<file path="config.mk">
export PLATFORM = sky130hd
export DESIGN_NAME = stack_calc_core
export DESIGN_NICKNAME = d
export VERILOG_FILES = /design/src/rtl/stkm_pkg.sv /design/src/rtl/stkm_stack.sv /design/src/rtl/stkm_alu.sv /design/src/rtl/stkm_dmem.sv /design/src/rtl/stack_calc_core.sv
export SDC_FILE = /design/constraint.sdc
export NUM_CORES = 2
export LEC_CHECK = 0
export BUFFER_PORTS_ARGS = -buffer_cell sky130_fd_sc_hd__buf_2
export CAP_MARGIN = 5
export CORE_MARGIN = 4
export CORE_UTILIZATION = 55
export CTS_BUF_LIST = sky130_fd_sc_hd__clkbuf_16
export CTS_CLUSTER_DIAMETER = 40
export CTS_CLUSTER_SIZE = 30
export DETAILED_ROUTE_END_ITERATION = 16
export GPL_ROUTABILITY_DRIVEN = 0
export PLACE_DENSITY = 0.71
export SKIP_LAST_GASP = 1
export SYNTH_ARGS = -nofsm -noshare
export SYNTH_HDL_FRONTEND = slang
export SYNTH_SLANG_ARGS = --single-unit
export TNS_END_PERCENT = 100
</file>
<file path="constraint.sdc">
create_clock -name clk -period 38.6 [get_ports clk]
set_clock_uncertainty 0.2 [all_clocks]
set_input_delay 3.86 -clock clk [delete_from_list [all_inputs] [get_ports clk]]
set_output_delay 3.86 -clock clk [all_outputs]
set_load 0.05 [all_outputs]
</file>
<file path="src/rtl/stkm_pkg.sv">
package stkm_pkg;

    typedef enum logic [2:0] {
        OP_PUSH = 3'b000,
        OP_POP  = 3'b001,
        OP_ADD  = 3'b010,
        OP_SUB  = 3'b011,
        OP_MUL  = 3'b100,
        OP_DIV  = 3'b101,
        OP_RSV  = 3'b110,
        OP_HALT = 3'b111
    } opcode_e;

    typedef enum logic [1:0] {
        SC_HOLD,
        SC_PUSH,
        SC_POP,
        SC_FOLD
    } stk_cmd_e;

    typedef enum logic [1:0] {
        AL_ADD,
        AL_SUB,
        AL_MUL,
        AL_DIV
    } alu_fn_e;

    typedef struct packed {
        logic halted;
        logic error;
        logic busy;
    } ctl_t;

endpackage

</file>
<file path="src/rtl/stkm_stack.sv">
module stkm_stack
    import stkm_pkg::*;
#(
    parameter int DATA_W = 16,
    parameter int DEPTH  = 8,
    localparam int CNT_W = $clog2(DEPTH + 1)
) (
    input  logic              clk,
    input  logic              rst_n,
    input  stk_cmd_e          cmd,
    input  logic [DATA_W-1:0] wdata,
    output logic [DATA_W-1:0] top,
    output logic [DATA_W-1:0] second,
    output logic [CNT_W-1:0]  count
);

    typedef struct packed {
        logic [CNT_W-1:0]                 cnt;
        logic [DEPTH-1:0][DATA_W-1:0]     ent;
    } stk_t;

    stk_t st_d, st_q;

    // entries are read only at the top and one below it
    always_comb begin
        top    = '0;
        second = '0;
        for (int i = 0; i < DEPTH; i++) begin
            if (CNT_W'(i + 1) == st_q.cnt) top    = st_q.ent[i];
            if (CNT_W'(i + 2) == st_q.cnt) second = st_q.ent[i];
        end
    end

    assign count = st_q.cnt;

    always_comb begin
        st_d = st_q;
        case (cmd)
            SC_PUSH: begin
                for (int i = 0; i < DEPTH; i++) begin
                    if (CNT_W'(i) == st_q.cnt) st_d.ent[i] = wdata;
                end
                st_d.cnt = st_q.cnt + CNT_W'(1);
            end
            SC_POP: begin
                st_d.cnt = st_q.cnt - CNT_W'(1);
            end
            SC_FOLD: begin
                for (int i = 0; i < DEPTH; i++) begin
                    if (CNT_W'(i + 2) == st_q.cnt) st_d.ent[i] = wdata;
                end
                st_d.cnt = st_q.cnt - CNT_W'(1);
            end
            default: ;
        endcase
    end

    always_ff @(posedge clk or negedge rst_n) begin
        if (!rst_n) st_q <= '0;
        else        st_q <= st_d;
    end

endmodule

</file>
<file path="src/rtl/stkm_alu.sv">
module stkm_alu
    import stkm_pkg::*;
#(
    parameter int DATA_W = 16
) (
    input  alu_fn_e           fn,
    input  logic [DATA_W-1:0] lhs,
    input  logic [DATA_W-1:0] rhs,
    output logic [DATA_W-1:0] res,
    output logic              div_zero
);

    always_comb begin
        res      = '0;
        div_zero = 1'b0;
        case (fn)
            AL_ADD: res = lhs + rhs;
            AL_SUB: res = lhs - rhs;
            AL_MUL: res = lhs * rhs;
            AL_DIV: begin
                if (rhs == '0) div_zero = 1'b1;
                else           res = lhs / rhs;
            end
            default: ;
        endcase
    end

endmodule

</file>
<file path="src/rtl/stkm_dmem.sv">
module stkm_dmem #(
    parameter int DATA_W = 16,
    parameter int WORDS  = 16,
    localparam int AW    = $clog2(WORDS)
) (
    input  logic              clk,
    input  logic              rst_n,
    input  logic              we,
    input  logic [AW-1:0]     waddr,
    input  logic [DATA_W-1:0] wdata,
    input  logic [AW-1:0]     raddr_a,
    output logic [DATA_W-1:0] rdata_a,
    input  logic [AW-1:0]     raddr_b,
    output logic [DATA_W-1:0] rdata_b
);

    logic [WORDS-1:0][DATA_W-1:0] mem_d, mem_q;

    assign rdata_a = mem_q[raddr_a];
    assign rdata_b = mem_q[raddr_b];

    always_comb begin
        mem_d = mem_q;
        if (we) mem_d[waddr] = wdata;
    end

    always_ff @(posedge clk or negedge rst_n) begin
        if (!rst_n) mem_q <= '0;
        else        mem_q <= mem_d;
    end

endmodule

</file>
<file path="src/rtl/stack_calc_core.sv">
module stack_calc_core
    import stkm_pkg::*;
#(
    parameter int DATA_W      = 16,
    parameter int MEM_WORDS   = 16,
    parameter int STACK_DEPTH = 8,
    localparam int AW         = $clog2(MEM_WORDS),
    localparam int CNT_W      = $clog2(STACK_DEPTH + 1)
) (
    input  logic              clk,
    input  logic              rst_n,
    input  logic              instr_valid,
    output logic              instr_ready,
    input  logic [2:0]        instr_op,
    input  logic [AW-1:0]     instr_addr,
    input  logic              host_we,
    input  logic [AW-1:0]     host_addr,
    input  logic [DATA_W-1:0] host_wdata,
    output logic [DATA_W-1:0] host_rdata,
    output logic              busy,
    output logic              halted,
    output logic              error
);

    ctl_t ctl_d, ctl_q;

    opcode_e           op;
    logic              accept;
    logic              host_ok;
    logic              fault;

    stk_cmd_e          stk_cmd;
    logic [DATA_W-1:0] stk_wdata;
    logic [DATA_W-1:0] stk_top;
    logic [DATA_W-1:0] stk_second;
    logic [CNT_W-1:0]  stk_count;
    logic              stk_full;
    logic              stk_empty;
    logic              stk_pair;

    alu_fn_e           alu_fn;
    logic [DATA_W-1:0] alu_res;
    logic              alu_div_zero;

    logic              mem_we;
    logic [AW-1:0]     mem_waddr;
    logic [DATA_W-1:0] mem_wdata;
    logic [DATA_W-1:0] mem_rd_instr;
    logic [DATA_W-1:0] mem_rd_host;

    assign op          = opcode_e'(instr_op);
    assign instr_ready = !ctl_q.halted;
    assign accept      = instr_valid && instr_ready;
    assign host_ok     = ctl_q.halted || !instr_valid;
    assign host_rdata  = host_ok ? mem_rd_host : '0;

    assign stk_full  = (stk_count == CNT_W'(STACK_DEPTH));
    assign stk_empty = (stk_count == '0);
    assign stk_pair  = (stk_count >= CNT_W'(2));

    assign busy   = ctl_q.busy;
    assign halted = ctl_q.halted;
    assign error  = ctl_q.error;

    stkm_stack #(
        .DATA_W (DATA_W),
        .DEPTH  (STACK_DEPTH)
    ) u_stack (
        .clk    (clk),
        .rst_n  (rst_n),
        .cmd    (stk_cmd),
        .wdata  (stk_wdata),
        .top    (stk_top),
        .second (stk_second),
        .count  (stk_count)
    );

    stkm_alu #(
        .DATA_W (DATA_W)
    ) u_alu (
        .fn       (alu_fn),
        .lhs      (stk_second),
        .rhs      (stk_top),
        .res      (alu_res),
        .div_zero (alu_div_zero)
    );

    stkm_dmem #(
        .DATA_W (DATA_W),
        .WORDS  (MEM_WORDS)
    ) u_dmem (
        .clk     (clk),
        .rst_n   (rst_n),
        .we      (mem_we),
        .waddr   (mem_waddr),
        .wdata   (mem_wdata),
        .raddr_a (instr_addr),
        .rdata_a (mem_rd_instr),
        .raddr_b (host_addr),
        .rdata_b (mem_rd_host)
    );

    // opcode to arithmetic function
    always_comb begin
        case (op)
            OP_SUB:  alu_fn = AL_SUB;
            OP_MUL:  alu_fn = AL_MUL;
            OP_DIV:  alu_fn = AL_DIV;
            default: alu_fn = AL_ADD;
        endcase
    end

    // next-state for status, stack command and memory write port
    always_comb begin
        ctl_d      = ctl_q;
        ctl_d.busy = accept;
        stk_cmd    = SC_HOLD;
        stk_wdata  = '0;
        mem_we     = 1'b0;
        mem_waddr  = '0;
        mem_wdata  = '0;
        fault      = 1'b0;

        // host access never overlaps an accepted instruction
        if (host_we && host_ok) begin
            mem_we    = 1'b1;
            mem_waddr = host_addr;
            mem_wdata = host_wdata;
        end

        if (accept) begin
            case (op)
                OP_PUSH: begin
                    if (stk_full) begin
                        fault = 1'b1;
                    end else begin
                        stk_cmd   = SC_PUSH;
                        stk_wdata = mem_rd_instr;
                    end
                end
                OP_POP: begin
                    if (stk_empty) begin
                        fault = 1'b1;
                    end else begin
                        stk_cmd   = SC_POP;
                        mem_we    = 1'b1;
                        mem_waddr = instr_addr;
                        mem_wdata = stk_top;
                    end
                end
                OP_ADD, OP_SUB, OP_MUL, OP_DIV: begin
                    if (!stk_pair || alu_div_zero) begin
                        fault = 1'b1;
                    end else begin
                        stk_cmd   = SC_FOLD;
                        stk_wdata = alu_res;
                    end
                end
                OP_HALT: ctl_d.halted = 1'b1;
                default: ;
            endcase
        end

        if (fault) ctl_d.error = 1'b1;
    end

    always_ff @(posedge clk or negedge rst_n) begin
        if (!rst_n) ctl_q <= '0;
        else        ctl_q <= ctl_d;
    end

endmodule

</file>
# Yosys cells after proc, flatten, opt, wreduce, memory -nomap -nowiden
# Cells that the tools add are included.
dict set report op_classes {
  n_eq_ne 38
  n_lt_le_gt_ge 5
  div_mod_pow 1
  add_sub_neg 4
  n_reduce_logical 25
  n_mux 67
  mul 1
}
# operator n
set op_table {}
lappend op_table {{16-bit 2-to-1 mux} 38}
lappend op_table {{256-bit bitwise mux} 1}
lappend op_table {{128-bit case mux with 2 select lines} 1}
lappend op_table {{16-bit binary-select mux with 4-bit select} 2}
lappend op_table {{16-bit demux with 4-bit select} 1}
lappend op_table {{16-bit case mux with 4 select lines} 1}
lappend op_table {{16-bit case mux with 2 select lines} 1}
lappend op_table {{2-bit by 1-bit != test with 1-bit output (second input constant)} 15}
lappend op_table {{3-bit AND reduction} 8}
lappend op_table {{16-bit adder} 1}
lappend op_table {{16-bit by 16-bit divider with 16-bit output} 1}
lappend op_table {{3-bit by 4-bit == test with 1-bit output (first input constant)} 4}
lappend op_table {{16-bit logical NOT} 1}
lappend op_table {{16-bit by 16-bit multiplier with 16-bit output} 1}
lappend op_table {{4-bit 2-to-1 mux} 4}
lappend op_table {{16-bit subtractor} 1}
lappend op_table {{4-bit by 5-bit < comparator with 1-bit output (second input constant)} 3}
lappend op_table {{2-bit case mux with 3 select lines} 2}
lappend op_table {{1-bit 2-to-1 mux} 11}
lappend op_table {{3-bit == test (second input constant)} 3}
lappend op_table {{2-bit == test (second input constant)} 4}
lappend op_table {{2-bit by 4-bit == test with 1-bit output (first input constant)} 2}
lappend op_table {{4-bit == test (first input constant)} 2}
lappend op_table {{4-bit case mux with 2 select lines} 1}
lappend op_table {{other kinds (22)} 32}
dict set report word_totals {
  wordCells 169
  register_bits 391
  out_inout_bits 20
}

# Longest topological paths before layout
dict set report depth {
  depth_word 19
  depth_mapped 153
  mapped_depth_nobuf 142
}

# Cells and area by module
# A second synthesis with hierarchy kept.
dict set report hier_totals {
  hier_cells 3400
  area_unflattened_um2 34632.0
}
# mod cells_each n_inst area_per_inst_um2
set modules_own_cells {}
lappend modules_own_cells {stkm_dmem 849 1 13454.2}
lappend modules_own_cells {stkm_alu 1637 1 12054.1}
lappend modules_own_cells {stkm_stack 741 1 7988.9}
lappend modules_own_cells {stack_calc_core 173 1 1134.8}

# Worst setup path after synthesis
# OpenSTA, ideal clock, no wires.
dict set report synth_timing {
  path_type {reg-to-reg}
  from {register u_stack.st_q, in the netlist u_stack.count[0]}
  to {register u_stack.st_q[0] (netlist bit)}
  arrival_time_ns 30.006
  required_time_ns 38.261
  path_stages_with_launch 142
  slack_ns 8.255
  path_cell_list {dfrtp_1 > inv_1 > ha_1 > buf_6 > buf_6 > buf_6 > buf_6 > buf_4 > a211o_1 > a31oi_1 > a221oi_1 > a221o_1 > clkbuf_1 > inv_1 > ha_1 > a31oi_1 > a31oi_1 > ha_1 > [106 not listed] > or3_1 > and3_1 > clkbuf_1 > clkbuf_1 > nand2_1 > o21ai_0 > ha_1 > a21boi_0 > o21a_1 > o21a_1 > o21a_1 > o21a_1 > o21a_1 > o21a_1 > o2111ai_1 > a31oi_1 > a21oi_1 > o21ai_0}
}
dict set report synth_between {
  elab_chain_len 19
}
# element line_no
set synth_lines {}
lappend synth_lines {{start: declaration} stkm_stack.sv:22} ;# stk_t st_d, st_q;
lappend synth_lines {{start signal: assignment} stkm_stack.sv:60} ;# else st_q <= st_d;
lappend synth_lines {{branches (longest 19 deep; another with 16-bit by 16-bit divider with 16-bit output)} --}
# Parallel ways; which one is timed is not known. The select of a mux whose other input is x is not followed.
# A chain may end at the register's enable or synchronous reset.

# Worst setup path after layout
dict set report layout_timing {
  from {register u_stack.st_q, in the netlist u_stack.count[1]}
  to {register u_stack.st_q[16] (netlist bit)}
}
dict set report layout_between {
  elab_chain_len 19
}
# element
set layout_lines {}
lappend layout_lines {{branches (longest 19 deep; another with 16-bit by 16-bit divider with 16-bit output)}}
# Parallel ways; which one is timed is not known. The select of a mux whose other input is x is not followed.

==> reports/results.txt <==
Tcrit/Tclk final = 93.1%
minimum clock period = 35.95 ns
top_reg_cell synth = dfrtp_1
vias = 29666
max-cap violations = 0
crit start category = register
DR iter-0 viols = 3566
number of enable flip-flop cells after synthesis = 0
clock group share of total power = 45.9%
Hold Crit Class = register to register
dpl hpwl = 75.1 mm
clock latency on the worst-skew pair = 0.62 ns
fraction of registers with async set/reset = 100%
post-route cell area = 36600 um2
Cells after Synth = 3688
vias in the first global route = 29018
R2R cell count = 135
drt pass-1 iters = 7
HP Start = error
Via density = 6.64
outcome = finished clean
Max Freq = 0.0278 GHz
leakage = 16.3 nW
Total GRT Usage = 33.0%
register area = 9780 um2
most frequent CP cell = o21a_1
area of the multi-input gates = 22200 um2
CTS Buf Count = 56
Setup crit end kind = register
Row Count = 90
Logic pwr share = 13.3%
yosys warns = 0
Initial Util = 55.8%
Final Power = 0.00118 W
DR WL/cell = 24.6 um
# DRC = 0
placed inst area = 34600 um2
crit path max fanout = 70
Post-Route Utilization = 60.5%
final setup fails = 0
switching power = 0.000328 W
post-route ant nets = 0
sw frac = 27.7%
Clock Tree Buf Depth = 3
Pwr per Cell Area = 32.4 nW/um2
Cell Area, Synth = 33700 um2
core box area = 60500 um2
distinct cell type count after synthesis = 122
final cell count without fillers = 4471
worst-case hold path end point = error
Root Driver = clkbuf_16
R2R setup slack = 2.65 ns
die width = 256 um
initial antenna violation count = 4
final setup TNS = 0 ns
Layout fillers = 5115
fin nets = 3965
Worst EP required = 38.87 ns
postcts setup bufs = 0
syn avg cell area = 9.14 um2
Buffers on Ports = 50
relative slew slack = 15.0%
Min-Delay Path Depth = 1
syn_nets = 4010
share of cells above drive strength 1 = 15.4%
die area = 65300 um2
CTS Sinks = 391
Int Pwr = 0.000856 W
register area share after synthesis = 29.0%
htree depth = 2
pin count of the biggest net entering global routing = 155
TritonCTS clock tree = done
die height = 256 um
Hold Vio Cnt, Final = 0
Seq cells post-synth = 391
WS Path Type = register to register
crit-path max cell delay = 0.76 ns
Area Growth Syn to Fin = 8.45%
Clk pin slew, worst setup/hold paths = 0.06 ns
RR Endpoint = u_stack.st_q[16]
DRT Wirelength = 110 mm
fin. max-slew vios = 0
Worst VDD drop = 0.0424 mV
grt total ovfl = 0
Worst R2R Start = u_stack.count[1]
first-pass GRT wire length = 171 mm
worst-margin pin slew = 1.27 ns
Placed Instances = 4367
Top Ports = 51
Critical Path AT = 36.22 ns
slowest CP cell = nand4_1
RSZ-0062 raised after global routing = false
Sequential Power Share = 40.9%
==> state kept, by name, indices dropped and copies added, names as in the netlist <==
name and flops:
u_dmem.mem_q 256, u_stack.st_q 128, u_stack.count 4, busy 1
error 1, halted 1
==> power by group through the flow <==
stage          clock network, W  registers [W]  logic [W]
2_1_floorplan                 0       0.000479   0.000116
3_3_place_gp                  0       0.000488   0.000153
3_5_place_dp                  0       0.000489   0.000157
4_1_cts                0.000547       0.000483   0.000157
5_1_grt                0.000566       0.000489   0.000171
6_report               0.000543       0.000484   0.000157
==> cell families (layout without fill, tap and decap cells) <==
kind of cell             after synthesis  count (layout)  share of synthesized area, %
AO/OA/AOI/OAI                       1007            1007                          19.4
AND/OR/NAND/NOR                     1196            1196                          16.6
buffers and inverters                434             434                          5.48
other                                  0               1                             0
adder cells (fa/ha/maj)              291             291                          12.6
XOR/XNOR                             123             123                          3.36
multiplexers                         246             246                          13.6
flip-flops                           391             391                          29.0
==> cell type report <==
class	count	area share, %
inverters	201	2.11
multi-input cells	2863	60.6
clock inverters	46	1.57
diodes	1	0.00684
well taps	782	2.68
clock buffers	57	3.90
repair buffers	130	2.40
flip-flops and latches	391	26.8
==> how the worst max path moves through the flow <==
stage	to	from	slack (ns)
after floorplan	u_stack.st_q[0]	u_stack.count[0]	8.25
after global placement	u_stack.st_q[80]	u_stack.count[1]	4.28
after global routing	u_stack.st_q[16]	u_stack.count[0]	0.08
final	u_stack.st_q[16]	u_stack.count[1]	2.65
after CTS	u_stack.st_q[16]	u_stack.count[1]	3.21
after detailed placement	u_stack.st_q[16]	u_stack.count[0]	3.34
==> critical path, delay by kind of cell, from the launching register on <==
family / cells / cell delay (ns)
DFF: 1 / 0.41
and+or+nand+nor: 35 / 9.18
adders and majority gates: 16 / 5.35
buffers and inverters: 4 / 1.59
muxes: 2 / 0.55
AOI/OAI and AO/OA: 78 / 18.45
==> layout by cell type (no fill, tap or decap), types with 10 or more instances in the layout <==
| cell | count |
|---|---|
| a21o_1 | 53 |
| o211ai_1 | 19 |
| buf_4 | 81 |
| xnor2_1 | 87 |
| fa_1 | 81 |
| o2111ai_1 | 10 |
| a211oi_1 | 16 |
| nand2b_1 | 23 |
| nor3_1 | 54 |
| ha_1 | 207 |
| o41ai_1 | 10 |
| a31oi_1 | 28 |
| and2_1 | 40 |
| nand3_1 | 53 |
| o21a_1 | 56 |
| or3_1 | 21 |
| xor2_1 | 32 |
| dfrtp_1 | 391 |
| o21ai_0 | 351 |
| nor2_1 | 240 |
| nand3b_1 | 45 |
| or2_2 | 14 |
| o21bai_1 | 12 |
| a22oi_1 | 20 |
| clkbuf_16 | 57 |
| and3_1 | 13 |
| mux4_2 | 161 |
| clkinv_4 | 10 |
| o31ai_1 | 12 |
| mux2_2 | 77 |
| nor2b_1 | 34 |
| nand2_1 | 573 |
| inv_1 | 192 |
| a21oi_1 | 207 |
| o21ai_1 | 24 |
| buf_2 | 47 |
| a311oi_1 | 11 |
| o22ai_1 | 20 |
==> Yosys cell counts (all sizes together), types with 16 or more instances <==
library cell	count	share of area, %
o21a	56	1.2
mux4	161	11
ha	210	7.8
nand3b	47	1.1
xnor2	87	2.3
nor3	57	0.89
or2	16	0.30
nand3	55	0.87
o22ai	21	0.41
buf	84	1.5
nor2	242	2.7
o211ai	19	0.42
nand2	575	6.4
fa	81	4.8
nand2b	23	0.43
a22oi	22	0.55
nor2b	36	0.67
or3	21	0.39
o21ai	377	5.6
a21oi	213	3.2
a21o	53	1.2
inv	196	2.2
a31oi	33	0.76
dfrtp	391	29
and2	41	0.76
xor2	32	0.83
a211oi	20	0.49
clkbuf	149	1.7
o31ai	20	0.60
mux2	77	2.6
==> metal layers <==
| metal | vias to the layer above | GRT usage [%] | wire length, um |
|---|---|---|---|
| li1 | 13239 | - | - |
| met1 | 14333 | 43.7 | 42400 |
| met2 | 1667 | 51.6 | 49400 |
| met3 | 419 | 7.26 | 11400 |
| met4 | 8 | 16.5 | 6510 |
| met5 | - | 0 | 54 |
==> repair_timing <==
item,in CTS,in global routing
resized for setup,0,3
endpoints found under the hold margin,0,0
hold buffers,0,0
setup endpoints to repair,0,8
==> through the flow <==
| step | hold WS, ns | setup slack, ns |
|---|---|---|
| after CTS | 0.282 | 3.21 |
| after floorplan | 0.258 | 8.25 |
| after detailed placement | 0.269 | 3.34 |
| after global routing | 0.314 | 0.0850 |
| after global placement | 0.259 | 4.28 |
| final | 0.277 | 2.65 |
No activity file was read; power rests on OpenSTA's default activity.
